$ cat src/rtl/rope_pkg.sv
package rope_pkg;

  localparam int PLANES = 4;
  localparam int WORD_W = 16;

  typedef enum logic [2:0] {
    PH_IDLE,
    PH_DECODE,
    PH_SET,
    PH_SENSE,
    PH_DONE,
    PH_CLEAR
  } phase_e;

  // index width for a count of n items, never below one bit
  function automatic int idx_w(input int n);
    return (n > 1) ? $clog2(n) : 1;
  endfunction

  function automatic int max4(input int a, input int b, input int c, input int d);
    int m;
    m = a;
    if (b > m) m = b;
    if (c > m) m = c;
    if (d > m) m = d;
    return m;
  endfunction

  // woven content of one linear word: 15 data bits, odd parity on top,
  // parity deliberately wrong at the fault address
  function automatic logic [WORD_W-1:0] weave_word(input logic [31:0] lin,
                                                   input logic [31:0] mul,
                                                   input logic [31:0] add,
                                                   input logic [31:0] fault);
    logic [31:0] mix;
    logic [14:0] d;
    logic        p;
    mix = (lin * mul + add) ^ (lin >> 5);
    d   = mix[14:0];
    p   = ~(^d);
    if (lin == fault) p = ~p;
    return {p, d};
  endfunction

  function automatic logic odd_ones(input logic [WORD_W-1:0] w);
    return ^w;
  endfunction

endpackage

$ cat src/rtl/rope_addr_split.sv
module rope_addr_split
  import rope_pkg::*;
#(
  parameter int N_MOD     = 6,
  parameter int CORE_BITS = 7,
  parameter int N_STRAND  = 12,
  parameter int ADDR_W    = 16,
  localparam int MOD_W    = idx_w(N_MOD),
  localparam int STR_W    = idx_w(N_STRAND)
) (
  input  logic [ADDR_W-1:0]    addr,
  output logic [MOD_W-1:0]     mod_idx,
  output logic [1:0]           plane_idx,
  output logic [CORE_BITS-1:0] core_idx,
  output logic [STR_W-1:0]     strand_idx,
  output logic                 in_range
);

  localparam int N_CORE    = 1 << CORE_BITS;
  localparam int PER_PLANE = N_CORE * N_STRAND;
  localparam int PER_MOD   = PER_PLANE * PLANES;
  localparam int TOTAL     = PER_MOD * N_MOD;

  logic [31:0] a_w, rem_mod, rem_plane;

  always_comb begin
    a_w        = 32'(addr);
    in_range   = (a_w < 32'(TOTAL));
    rem_mod    = a_w % 32'(PER_MOD);
    rem_plane  = rem_mod % 32'(PER_PLANE);
    mod_idx    = MOD_W'(a_w / 32'(PER_MOD));
    plane_idx  = 2'(rem_mod / 32'(PER_PLANE));
    core_idx   = CORE_BITS'(rem_plane / 32'(N_STRAND));
    strand_idx = STR_W'(rem_plane % 32'(N_STRAND));
  end

endmodule

$ cat src/rtl/rope_line_drv.sv
module rope_line_drv
  import rope_pkg::*;
#(
  parameter int N_MOD     = 6,
  parameter int CORE_BITS = 7,
  parameter int N_STRAND  = 12,
  localparam int MOD_W    = idx_w(N_MOD),
  localparam int STR_W    = idx_w(N_STRAND),
  localparam int INH_W    = 2 * (CORE_BITS + 1)
) (
  input  logic                 clk,
  input  logic                 rst_n,
  input  phase_e               phase,
  input  logic [MOD_W-1:0]     mod_idx,
  input  logic [1:0]           plane_idx,
  input  logic [CORE_BITS-1:0] core_idx,
  input  logic [STR_W-1:0]     strand_idx,
  output logic [INH_W-1:0]     inhibit,
  output logic [1:0]           set_line,
  output logic [PLANES-1:0]    reset_line,
  output logic                 clear_line,
  output logic [N_MOD-1:0]     module_sel,
  output logic [N_STRAND-1:0]  strand_sel
);

  logic in_set, in_sense, in_clear, addr_par;

  assign in_set   = (phase == PH_SET);
  assign in_sense = (phase == PH_SENSE);
  assign in_clear = (phase == PH_CLEAR);
  assign addr_par = ^core_idx;

  for (genvar k = 0; k < CORE_BITS; k++) begin : g_inh
    assign inhibit[2*k]   = in_set &  core_idx[k];
    assign inhibit[2*k+1] = in_set & ~core_idx[k];
  end
  assign inhibit[2*CORE_BITS]   = in_set &  addr_par;
  assign inhibit[2*CORE_BITS+1] = in_set & ~addr_par;

  // shared set per pair, sibling held back by its own reset
  assign set_line   = in_set ? (2'b01 << plane_idx[1]) : 2'b00;
  assign reset_line = in_set   ? (4'b0001 << {plane_idx[1], ~plane_idx[0]}) :
                      in_sense ? (4'b0001 << plane_idx) : 4'b0000;
  assign clear_line = in_clear;
  assign module_sel = (in_set | in_sense | in_clear) ? (N_MOD'(1) << mod_idx) : '0;
  assign strand_sel = in_sense ? (N_STRAND'(1) << strand_idx) : '0;


  inh_count_chk: assert property (@(posedge clk) disable iff (!rst_n)
    (|set_line) |-> ($countones(inhibit) == CORE_BITS + 1));


  inh_quiet_chk: assert property (@(posedge clk) disable iff (!rst_n)
    (set_line == 2'b00) |-> (inhibit == '0));


  pair_block_chk: assert property (@(posedge clk) disable iff (!rst_n)
    (|set_line) |-> ($countones(set_line) == 1 && $countones(reset_line) == 1 &&
                     set_line[1] == (reset_line[2] | reset_line[3])));


  strand_sense_chk: assert property (@(posedge clk) disable iff (!rst_n)
    (|strand_sel) |-> ($onehot(strand_sel) && set_line == 2'b00 && $onehot(reset_line)));

endmodule

$ cat src/rtl/rope_weave_model.sv
module rope_weave_model
  import rope_pkg::*;
#(
  parameter int          N_MOD     = 6,
  parameter int          CORE_BITS = 7,
  parameter int          N_STRAND  = 12,
  parameter logic [31:0] WEAVE_MUL = 32'h0000_9E37,
  parameter logic [31:0] WEAVE_ADD = 32'h0000_1234,
  parameter logic [31:0] FAULT_LIN = 32'hFFFF_FFFF,
  localparam int MOD_W   = idx_w(N_MOD),
  localparam int STR_W   = idx_w(N_STRAND),
  localparam int INH_W   = 2 * (CORE_BITS + 1),
  localparam int N_CORE  = 1 << CORE_BITS
) (
  input  logic                 clk,
  input  logic                 rst_n,
  input  logic [INH_W-1:0]     inhibit,
  input  logic [1:0]           set_line,
  input  logic [PLANES-1:0]    reset_line,
  input  logic                 clear_line,
  input  logic [MOD_W-1:0]     mod_idx,
  input  logic [STR_W-1:0]     strand_idx,
  output logic                 sense_hit,
  output logic [WORD_W-1:0]    sense_word,
  output logic                 any_set
);

  logic [N_CORE-1:0]                flip_v;
  logic [N_CORE-1:0]                weak_v;
  logic [CORE_BITS-1:0]             flip_idx;
  logic [PLANES-1:0]                held;
  logic [PLANES-1:0][WORD_W-1:0]    held_word;

  // each core counts the inhibit lines threaded through it
  for (genvar j = 0; j < N_CORE; j++) begin : g_core
    localparam logic [CORE_BITS-1:0] JV = CORE_BITS'(j);
    localparam logic                 JP = ^JV;
    logic [CORE_BITS:0] hits;
    for (genvar k = 0; k < CORE_BITS; k++) begin : g_bit
      assign hits[k] = JV[k] ? inhibit[2*k+1] : inhibit[2*k];
    end
    assign hits[CORE_BITS] = JP ? inhibit[2*CORE_BITS+1] : inhibit[2*CORE_BITS];
    assign flip_v[j] = (|set_line) && (hits == '0);
    assign weak_v[j] = (hits != '0) && ((hits & (hits - 1'b1)) == '0);
  end

  always_comb begin
    flip_idx = '0;
    for (int j = 0; j < N_CORE; j++) begin
      if (flip_v[j]) flip_idx = CORE_BITS'(j);
    end
  end

  function automatic logic [31:0] lin_of(input int p);
    return ((32'(mod_idx) * 32'(PLANES) + 32'(p)) * 32'(N_CORE) + 32'(flip_idx))
           * 32'(N_STRAND) + 32'(strand_idx);
  endfunction

  always_ff @(posedge clk or negedge rst_n) begin
    if (!rst_n) begin
      held      <= '0;
      held_word <= '0;
    end else if (clear_line) begin
      held      <= '0;
      held_word <= '0;
    end else begin
      for (int p = 0; p < PLANES; p++) begin
        if (set_line[p/2] && !reset_line[p] && (|flip_v)) begin
          held[p]      <= 1'b1;
          held_word[p] <= held_word[p] |
                          weave_word(lin_of(p), WEAVE_MUL, WEAVE_ADD, FAULT_LIN);
        end else if (reset_line[p]) begin
          held[p]      <= 1'b0;
          held_word[p] <= '0;
        end
      end
    end
  end

  always_comb begin
    sense_hit  = 1'b0;
    sense_word = '0;
    for (int p = 0; p < PLANES; p++) begin
      if (reset_line[p] && !set_line[p/2] && held[p]) begin
        sense_hit  = 1'b1;
        sense_word = held_word[p];
      end
    end
  end

  assign any_set = |held;


  weak_block_chk: assert property (@(posedge clk) disable iff (!rst_n)
    (|set_line) |-> (weak_v == '0));


  single_flip_chk: assert property (@(posedge clk) disable iff (!rst_n)
    (|set_line) |-> ($countones(flip_v) == 1));


  held_plane_chk: assert property (@(posedge clk) disable iff (!rst_n)
    $onehot0(held));

endmodule

$ cat src/rtl/rope_rom_seq.sv
module rope_rom_seq
  import rope_pkg::*;
#(
  parameter int          N_MOD     = 6,
  parameter int          CORE_BITS = 7,
  parameter int          N_STRAND  = 12,
  parameter int          ADDR_W    = 16,
  parameter int          DEC_CYC   = 1,
  parameter int          SET_CYC   = 2,
  parameter int          RST_CYC   = 2,
  parameter int          CLR_CYC   = 2,
  parameter logic [31:0] WEAVE_MUL = 32'h0000_9E37,
  parameter logic [31:0] WEAVE_ADD = 32'h0000_1234,
  parameter logic [31:0] FAULT_LIN = 32'hFFFF_FFFF,
  localparam int INH_W = 2 * (CORE_BITS + 1)
) (
  input  logic                  clk,
  input  logic                  rst_n,
  input  logic                  start,
  input  logic [ADDR_W-1:0]     addr,
  input  logic                  abort,
  output logic                  busy,
  output logic [N_MOD-1:0]      module_sel,
  output logic [N_STRAND-1:0]   strand_sel,
  output logic [INH_W-1:0]      inhibit,
  output logic [1:0]            set_line,
  output logic [3:0]            reset_line,
  output logic                  clear_line,
  output logic                  data_valid,
  output logic [15:0]           rdata,
  output logic                  parity_err,
  output logic                  range_err
);

  localparam int MOD_W = idx_w(N_MOD);
  localparam int STR_W = idx_w(N_STRAND);
  localparam int MAXC  = max4(DEC_CYC, SET_CYC, RST_CYC, CLR_CYC);
  localparam int CNT_W = idx_w(MAXC);

  phase_e               ph;
  logic [CNT_W-1:0]     cnt;
  logic [MOD_W-1:0]     a_mod, r_mod;
  logic [1:0]           a_plane, r_plane;
  logic [CORE_BITS-1:0] a_core, r_core;
  logic [STR_W-1:0]     a_strand, r_strand;
  logic                 a_range, r_range;
  logic [WORD_W-1:0]    r_word;
  logic                 sense_hit, any_set;
  logic [WORD_W-1:0]    sense_word;

  rope_addr_split #(
    .N_MOD(N_MOD), .CORE_BITS(CORE_BITS), .N_STRAND(N_STRAND), .ADDR_W(ADDR_W)
  ) u_split (
    .addr(addr), .mod_idx(a_mod), .plane_idx(a_plane), .core_idx(a_core),
    .strand_idx(a_strand), .in_range(a_range)
  );

  always_ff @(posedge clk or negedge rst_n) begin
    if (!rst_n) begin
      ph       <= PH_IDLE;
      cnt      <= '0;
      r_mod    <= '0;
      r_plane  <= '0;
      r_core   <= '0;
      r_strand <= '0;
      r_range  <= 1'b0;
      r_word   <= '0;
    end else begin
      case (ph)
        PH_IDLE: if (start) begin
          r_mod    <= a_mod;
          r_plane  <= a_plane;
          r_core   <= a_core;
          r_strand <= a_strand;
          r_range  <= a_range;
          r_word   <= '0;
          cnt      <= '0;
          ph       <= PH_DECODE;
        end
        PH_DECODE: begin
          if (abort) begin
            cnt <= '0;
            ph  <= PH_CLEAR;
          end else if (cnt == CNT_W'(DEC_CYC - 1)) begin
            cnt <= '0;
            ph  <= r_range ? PH_SET : PH_DONE;
          end else cnt <= cnt + 1'b1;
        end
        PH_SET: begin
          if (abort) begin
            cnt <= '0;
            ph  <= PH_CLEAR;
          end else if (cnt == CNT_W'(SET_CYC - 1)) begin
            cnt <= '0;
            ph  <= PH_SENSE;
          end else cnt <= cnt + 1'b1;
        end
        PH_SENSE: begin
          if (sense_hit) r_word <= sense_word;
          if (abort) begin
            cnt <= '0;
            ph  <= PH_CLEAR;
          end else if (cnt == CNT_W'(RST_CYC - 1)) begin
            cnt <= '0;
            ph  <= PH_DONE;
          end else cnt <= cnt + 1'b1;
        end
        PH_DONE: ph <= PH_IDLE;
        PH_CLEAR: begin
          if (cnt == CNT_W'(CLR_CYC - 1)) begin
            cnt <= '0;
            ph  <= PH_IDLE;
          end else cnt <= cnt + 1'b1;
        end
        default: ph <= PH_IDLE;
      endcase
    end
  end

  rope_line_drv #(
    .N_MOD(N_MOD), .CORE_BITS(CORE_BITS), .N_STRAND(N_STRAND)
  ) u_drv (
    .clk(clk), .rst_n(rst_n), .phase(ph), .mod_idx(r_mod), .plane_idx(r_plane),
    .core_idx(r_core), .strand_idx(r_strand), .inhibit(inhibit), .set_line(set_line),
    .reset_line(reset_line), .clear_line(clear_line), .module_sel(module_sel),
    .strand_sel(strand_sel)
  );

  rope_weave_model #(
    .N_MOD(N_MOD), .CORE_BITS(CORE_BITS), .N_STRAND(N_STRAND),
    .WEAVE_MUL(WEAVE_MUL), .WEAVE_ADD(WEAVE_ADD), .FAULT_LIN(FAULT_LIN)
  ) u_rope (
    .clk(clk), .rst_n(rst_n), .inhibit(inhibit), .set_line(set_line),
    .reset_line(reset_line), .clear_line(clear_line), .mod_idx(r_mod),
    .strand_idx(r_strand), .sense_hit(sense_hit), .sense_word(sense_word),
    .any_set(any_set)
  );

  assign busy       = (ph != PH_IDLE);
  assign data_valid = (ph == PH_DONE) && r_range;
  assign range_err  = (ph == PH_DONE) && !r_range;
  assign rdata      = data_valid ? r_word : '0;
  assign parity_err = data_valid && !odd_ones(r_word);


  sense_phase_chk: assert property (@(posedge clk) disable iff (!rst_n)
    sense_hit |-> (ph == PH_SENSE));


  done_release_chk: assert property (@(posedge clk) disable iff (!rst_n)
    (data_valid || range_err) |=> (!busy && !data_valid));


  parity_flag_chk: assert property (@(posedge clk) disable iff (!rst_n)
    parity_err |-> data_valid);


  range_quiet_chk: assert property (@(posedge clk) disable iff (!rst_n)
    range_err |-> (!data_valid && rdata == '0 && set_line == 2'b00));


  idle_clean_chk: assert property (@(posedge clk) disable iff (!rst_n)
    !busy |-> !any_set);


  clear_quiet_chk: assert property (@(posedge clk) disable iff (!rst_n)
    clear_line |-> (!data_valid && set_line == 2'b00 && reset_line == 4'b0000));

endmodule

$ cat config.mk
export PLATFORM = sky130hd
export DESIGN_NAME = rope_rom_seq
export DESIGN_NICKNAME = d
export VERILOG_FILES = /design/src/rtl/rope_pkg.sv /design/src/rtl/rope_addr_split.sv /design/src/rtl/rope_line_drv.sv /design/src/rtl/rope_weave_model.sv /design/src/rtl/rope_rom_seq.sv
export SDC_FILE = /design/constraint.sdc
export NUM_CORES = 1
export LEC_CHECK = 0
export ABC_AREA = 1
export BUFFER_PORTS_ARGS = -buffer_cell sky130_fd_sc_hd__buf_2
export CORE_MARGIN = 5
export CORE_UTILIZATION = 62
export DETAILED_ROUTE_END_ITERATION = 10
export PLACE_DENSITY = 0.85
export RECOVER_POWER = 50
export SLEW_MARGIN = 20
export SYNTH_ARGS = -nofsm -noshare
export SYNTH_HDL_FRONTEND = slang
export SYNTH_HIERARCHICAL = 1
export SYNTH_SLANG_ARGS = --single-unit
$ cat constraint.sdc
create_clock -name clk -period 27.6 [get_ports clk]
set_input_delay 2.76 -clock clk [delete_from_list [all_inputs] [get_ports clk]]
set_output_delay 2.76 -clock clk [all_outputs]
set_load 0.1 [all_outputs]
Word level (Yosys, flattened, before mapping) --
Index checks and enable logic that the tools add are counted.
Cells by class: bitwise logic cells 39, divide/modulo/power cells 6, order comparisons 1, add/subtract/negate cells 16, equal/unequal tests 15, shifts and indexed selects 5, reductions and logical operators 304, $mul 8, muxes and demuxes 190
Operator list (number):
- logical NOT 8 bit | 128
- two-way mux 7 bit | 126
- two-way mux 16 bit | 15
- logical AND 1 bit | 147
- adder 32 x 4 -> 32 bit | 4
- == test 32 bit (second input constant) | 4
- multiplier 32 x 16 -> 15 bit (second input constant) | 4
- multiplier 32 x 2 -> 30 bit (second input constant) | 4
- OR reduction 128 bit | 1
- adder 32 x 7 -> 32 bit | 3
- two-way mux 64 bit | 1
- bitwise OR 16 bit | 4
- adder 15 x 13 -> 15 bit (second input constant) | 4
- parity 15 bit | 4
- bitwise XOR 15 bit | 4
- divider 16 x 13 -> 32 bit (second input constant) | 1
- divider 32 x 11 -> 32 bit (second input constant) | 1
- divider 32 x 4 -> 32 bit (second input constant) | 1
- remainder unit 16 x 13 -> 32 bit (second input constant) | 1
- remainder unit 32 x 11 -> 32 bit (second input constant) | 1
- remainder unit 32 x 4 -> 32 bit (second input constant) | 1
- case mux 16 bit (2 select lines) | 1
- two-way mux 1 bit | 30
- two-way mux 3 bit | 9
- 34 further kinds | 85
Storage, ports and cells: input port bits 20, word-level logic and storage cells 600, register bits 105, output and inout bits 61

Longest topological paths before layout --
depth in word-level cells 146, gate-level depth with buffers 177, mapped depth without buffers 177

Cells and area by module --
Netlist, hierarchy kept.
By module, submodules not included:
- rope_weave_model | instances 1, sequential area each 1701.6 um^2, area each 12580.8 um^2, cells each 1865
- rope_rom_seq | instances 1, sequential area each 925.9 um^2, area each 2015.7 um^2, cells each 252
- rope_addr_split | instances 1, sequential area each 0.0 um^2, area each 1013.5 um^2, cells each 176
- rope_line_drv | instances 1, sequential area each 0.0 um^2, area each 467.9 um^2, cells each 111

Worst setup path after synthesis --
Ideal clock, no wire load.
path kind reg2reg, start point register ph[1], end point register u_rope/held_word[31] (netlist bit), buffers on the path 1, required time 27482 ps, cell stages (with the launch flop) 175, clock period less this slack 15201 ps, setup slack 12399 ps, arrival 15083 ps, cell sequence dfrtp_1 > inv_1 > nor2_4 > nand2_1 > buf_2 > nor2_1 > inv_2 > nand2_4 > nand2_1 > nor2_1 > nand2_1 > nand2_1 > nand2_1 > nand2_1 > nand2_1 > nand2_1 > nand2_1 > nand2_1 > [139 not listed] > inv_1 > fa_1 > inv_1 > fa_1 > inv_1 > fa_1 > fa_1 > inv_1 > ha_1 > a21oi_1 > xor2_1 > xnor2_1 > xor2_1 > xor2_1 > xor2_1 > o21ai_0 > a21oi_1 > a21o_1
On the way: word-level cells in the longest chain between the ends 145, elaborated cells between the ends (all ways) 426, those cells by class 3 x add/sub; 2 x mul; 4 x eq/ne; 135 x mux; 19 x bitwise; 263 x reduce/logical
RTL lines:
- start, declared | RTL line rope_rom_seq.sv:40 | phase_e ph;
- start signal, assigned | RTL line rope_rom_seq.sv:86 | ph <= r_range ? PH_SET : PH_DONE;
- == test 3 x 2 -> 1 bit (*) | RTL line rope_line_drv.sv:28 | assign in_set = (phase == PH_SET);
- two-way mux 2 bit (*) | RTL line rope_line_drv.sv:41 | assign set_line = in_set ? (2'b01 << plane_idx[1]) : 2'b00;
- net set_line[0] | RTL line rope_rom_seq.sv:26 | output logic [1:0] set_line,
- OR reduction 2 bit | RTL line rope_weave_model.sv:43 | assign flip_v[j] = (|set_line) && (hits == '0);
- logical AND 1 bit | RTL line rope_weave_model.sv:43
- two-way mux 1 bit | RTL line rope_weave_model.sv:50 | if (flip_v[j]) flip_idx = CORE_BITS'(j);
- two-way mux 7 bit (126 in series) | RTL line rope_weave_model.sv:50
- adder 32 x 7 -> 32 bit | RTL line rope_weave_model.sv:55 | return ((32'(mod_idx) * 32'(PLANES) + 32'(p)) * 32'(N_CORE) + 32'(flip_idx))
- [5 not listed]
- parity 15 bit | RTL line rope_pkg.sv:40 | p = ~(^d);
- inverter 1 bit | RTL line rope_pkg.sv:40
- two-way mux 1 bit | RTL line rope_pkg.sv:41 | if (lin == fault) p = ~p;
- two-way mux 1 bit | RTL line rope_weave_model.sv:68 | if (set_line[p/2] && !reset_line[p] && (|flip_v)) begin
- two-way mux 1 bit | RTL line rope_weave_model.sv:63 | end else if (clear_line) begin
- bitwise OR 16 bit | RTL line rope_weave_model.sv:70 | held_word[p] <= held_word[p] |
- two-way mux 16 bit | RTL line rope_weave_model.sv:68
- two-way mux 64 bit | RTL line rope_weave_model.sv:63
- end signal, assigned by index | RTL line rope_weave_model.sv:70
- end, declared | RTL line rope_weave_model.sv:32 | logic [PLANES-1:0][WORD_W-1:0] held_word;
Mark *: on every way through the listed nets, which the timed path passes. The rest lies on a longest branch. The select of a mux whose other input is x is not followed. A chain may end at the register's enable or synchronous reset.

Final worst setup path --
start point register ph[1], end point register u_rope/held_word[31] (netlist bit)
On the way: word-level cells in the longest chain between the ends 145, elaborated cells between the ends (all ways) 426, those cells by class 3 x add/sub; 2 x mul; 4 x eq/ne; 135 x mux; 19 x bitwise; 263 x reduce/logical
RTL lines:
- == test 3 x 2 -> 1 bit | RTL line rope_line_drv.sv:28
- AND 1 bit (tied with other cells) | RTL line rope_line_drv.sv:35 | assign inhibit[2*k+1] = in_set & ~core_idx[k];
- logical NOT 8 bit or OR reduction 2 bit (tied branches) | RTL line rope_weave_model.sv:43
- logical AND 1 bit | RTL line rope_weave_model.sv:43
- two-way mux 1 bit | RTL line rope_weave_model.sv:50
- two-way mux 7 bit (126 in series) | RTL line rope_weave_model.sv:50
- adder 32 x 7 -> 32 bit | RTL line rope_weave_model.sv:55
- multiplier 32 x 2 -> 30 bit | RTL line rope_weave_model.sv:56 | * 32'(N_STRAND) + 32'(strand_idx);
- [4 not listed]
- parity 15 bit | RTL line rope_pkg.sv:40
- inverter 1 bit | RTL line rope_pkg.sv:40
- two-way mux 1 bit | RTL line rope_pkg.sv:41
- two-way mux 1 bit | RTL line rope_weave_model.sv:68
- two-way mux 1 bit | RTL line rope_weave_model.sv:63
- bitwise OR 16 bit | RTL line rope_weave_model.sv:70
- two-way mux 16 bit | RTL line rope_weave_model.sv:68
- two-way mux 64 bit | RTL line rope_weave_model.sv:63
Parallel ways exist; a longest one is shown, timed or not. The select of a mux whose other input is x is not followed.

==> flow_summary.yaml <==
clock_tree:
  post-cts-setup-buffers: 0
  cts_tree: "built"
  htreeDepth: 3
  clock-sinks: 105
  cts.path.max_buffers: 2
  root_buffer: "clkbuf_16"
  cts_hold_buf: 0
  cts_resized: 0
  clkTransAtPathRegs_ns: 0.08
  cts_buffers: 9
  clock_latency_ns: 0.36
detailed_routing:
  ant_nets: 0
  drc: 0
  via_count: 15340
  drt_pass1_iterations: 6
  wire_per_inst_um: 16.2
  via_per_inst: 5.46
  drt_iter0_drc: 1496
  drt_wl_total_mm: 45.6
placed_design:
  port_buffers: 80
  gp_congestion: 1.01
  dp_hpwl_mm: 37.9
global_routing:
  grt_overflow: 0
  grt_max_degree: 72
  grt_first_pass_wirelength_mm: 74.8
  first_global_vias: 15015
  grt_usage_pct: 31.8
  antenna_found_initial: 0
min_path:
  hp-class: "reg -> reg"
synth:
  syn_avg_cell_area_um2: 6.69
  synth_fp_nets: 2635
  yosysWarnings: 6
  synthesis.area_um2: 16100
  syn_inst: 2402
layout:
  area_growth_pct: 6.19
  layout-drive-gt1-share_pct: 7.89
  n_antenna_cell: 0
  final_nets: 2701
  fill_cells: 2302
critical_path:
  regToRegSetupSlack_ns: 11.01
  critPathKind: "reg -> reg"
  cpMostUsedCell: "nand2_1"
  critPathRequiredTime_ns: 27.90
  crit_path_top_delay_cell: "inv_2"
  cp-start-kind: "flip-flop"
  cp-end-kind: "flip-flop"
  cp_data_arrival_time_ns: 16.89
  critPathMaxStageDelay_ns: 0.63
  cp_max_fo: 55
timing:
  setup_tns_ns: 0
  finalCritPeriodShare_pct: 60.1
  setup_viol: 0
  finalHoldViolCount: 0
  worst_pin_slew_ns: 3.92
  max_slew_margin_pct: -161
  whs_ns: 0.490
  fmax_mhz: 60.3
  rsz0062_at_grt: "no"
  min_period_ns: 16.59
  maxSlewViolCount: 108
  fin_skew_ns: 0.00942
floorplan:
  core_um2: 25800
  io_pins: 81
  die_height_um: 171
  die_w_um: 171
  initial_core_util_pct: 62.4
  rows: 59
  die_area_um2: 29200
status:
  violations: "capacitance limit, slew limit"
  status: "finished, violations left"
job:
  maxCapViolCount: 2
## critical path, delay by kind of cell (launching register included)
kind            cells  cell delay (ns)
fa+ha+maj           9             3.37
xor+xnor            6             1.29
flops               1             0.48
simple gates      136             8.14
buf+inv            16             2.04
compound gates      7             1.21
## layer usage
metal | global-route usage (%) | up-vias | part of all wire, % | wire length [µm]
met5 | 0 | - | 0 | 0
met4 | 11.2 | 0 | 3.7 | 1690
met3 | 4.23 | 113 | 7.8 | 3560
met2 | 52.9 | 640 | 47 | 21300
met1 | 42.7 | 7128 | 42 | 19100
li1 | - | 7459 | - | -
## path summary, 6_finish.rpt
check,from,to,cells past startpoint
max,ph[1],u_rope/held_word[31],174
min,u_rope/held_word[7],u_rope/held_word[7],2
max reg2reg,ph[1],u_rope/held_word[31],174
min reg2reg,u_rope/held_word[7],u_rope/held_word[7],2
max in group asynchronous,rst_n,u_rope/held_word[22],2
min in group asynchronous,rst_n,u_rope/held_word[45],1
## sequential cells by signal, summed over array words and instances (netlist names)
signal            cells
r_word               16
u_rope/held           4
u_rope/held_word     64
cnt                   1
r_strand              4
r_core                7
ph                    3
r_mod                 3
r_plane               2
r_range               1
## placed cells by master, fill, tap and decap left out, types with 8 or more instances in the layout
cell,instances
nor2_1,319
xor2_1,126
nand2_2,22
nand4_1,10
o21a_1,9
clkbuf_16,9
inv_1,521
inv_2,19
dfrtp_1,105
a31oi_1,20
nand2_1,508
buf_2,73
nor2_2,8
o21bai_1,11
ha_1,110
mux2_2,8
nand3_2,10
nand3_1,91
clkbuf_1,8
o22ai_1,10
nor3_1,72
fa_1,103
xnor2_1,59
a21oi_1,64
o21ai_0,86
## through the flow
step / setup slack, ns / instances / util (%) / cell area [µm²]
after floorplan: 12.40 / 2402 / - / 16100
final: 11.01 / 2808 / 66.2 / 17100
after detailed placement: 11.38 / 2792 / 65.1 / 16800
after global routing: 8.97 / 2808 / 66.2 / 17100
after global placement: 11.82 / 2792 / 65.1 / 16800
after CTS: 11.18 / 2808 / 66.4 / 17100
## cell type report
type | count | area, µm² | share of cell area (%)
multi-input combinational | 1722 | 11200 | 65.7
clock buffer | 9 | 225 | 1.32
sequential | 105 | 2630 | 15.4
inverter | 545 | 2050 | 12.0
timing repair buffer | 85 | 425 | 2.49
tap | 335 | 419 | 2.46
clock inverter | 7 | 105 | 0.616
Power is not shown: default switching activity piles up to over one toggle a cycle in this logic, so the estimate is an artifact.
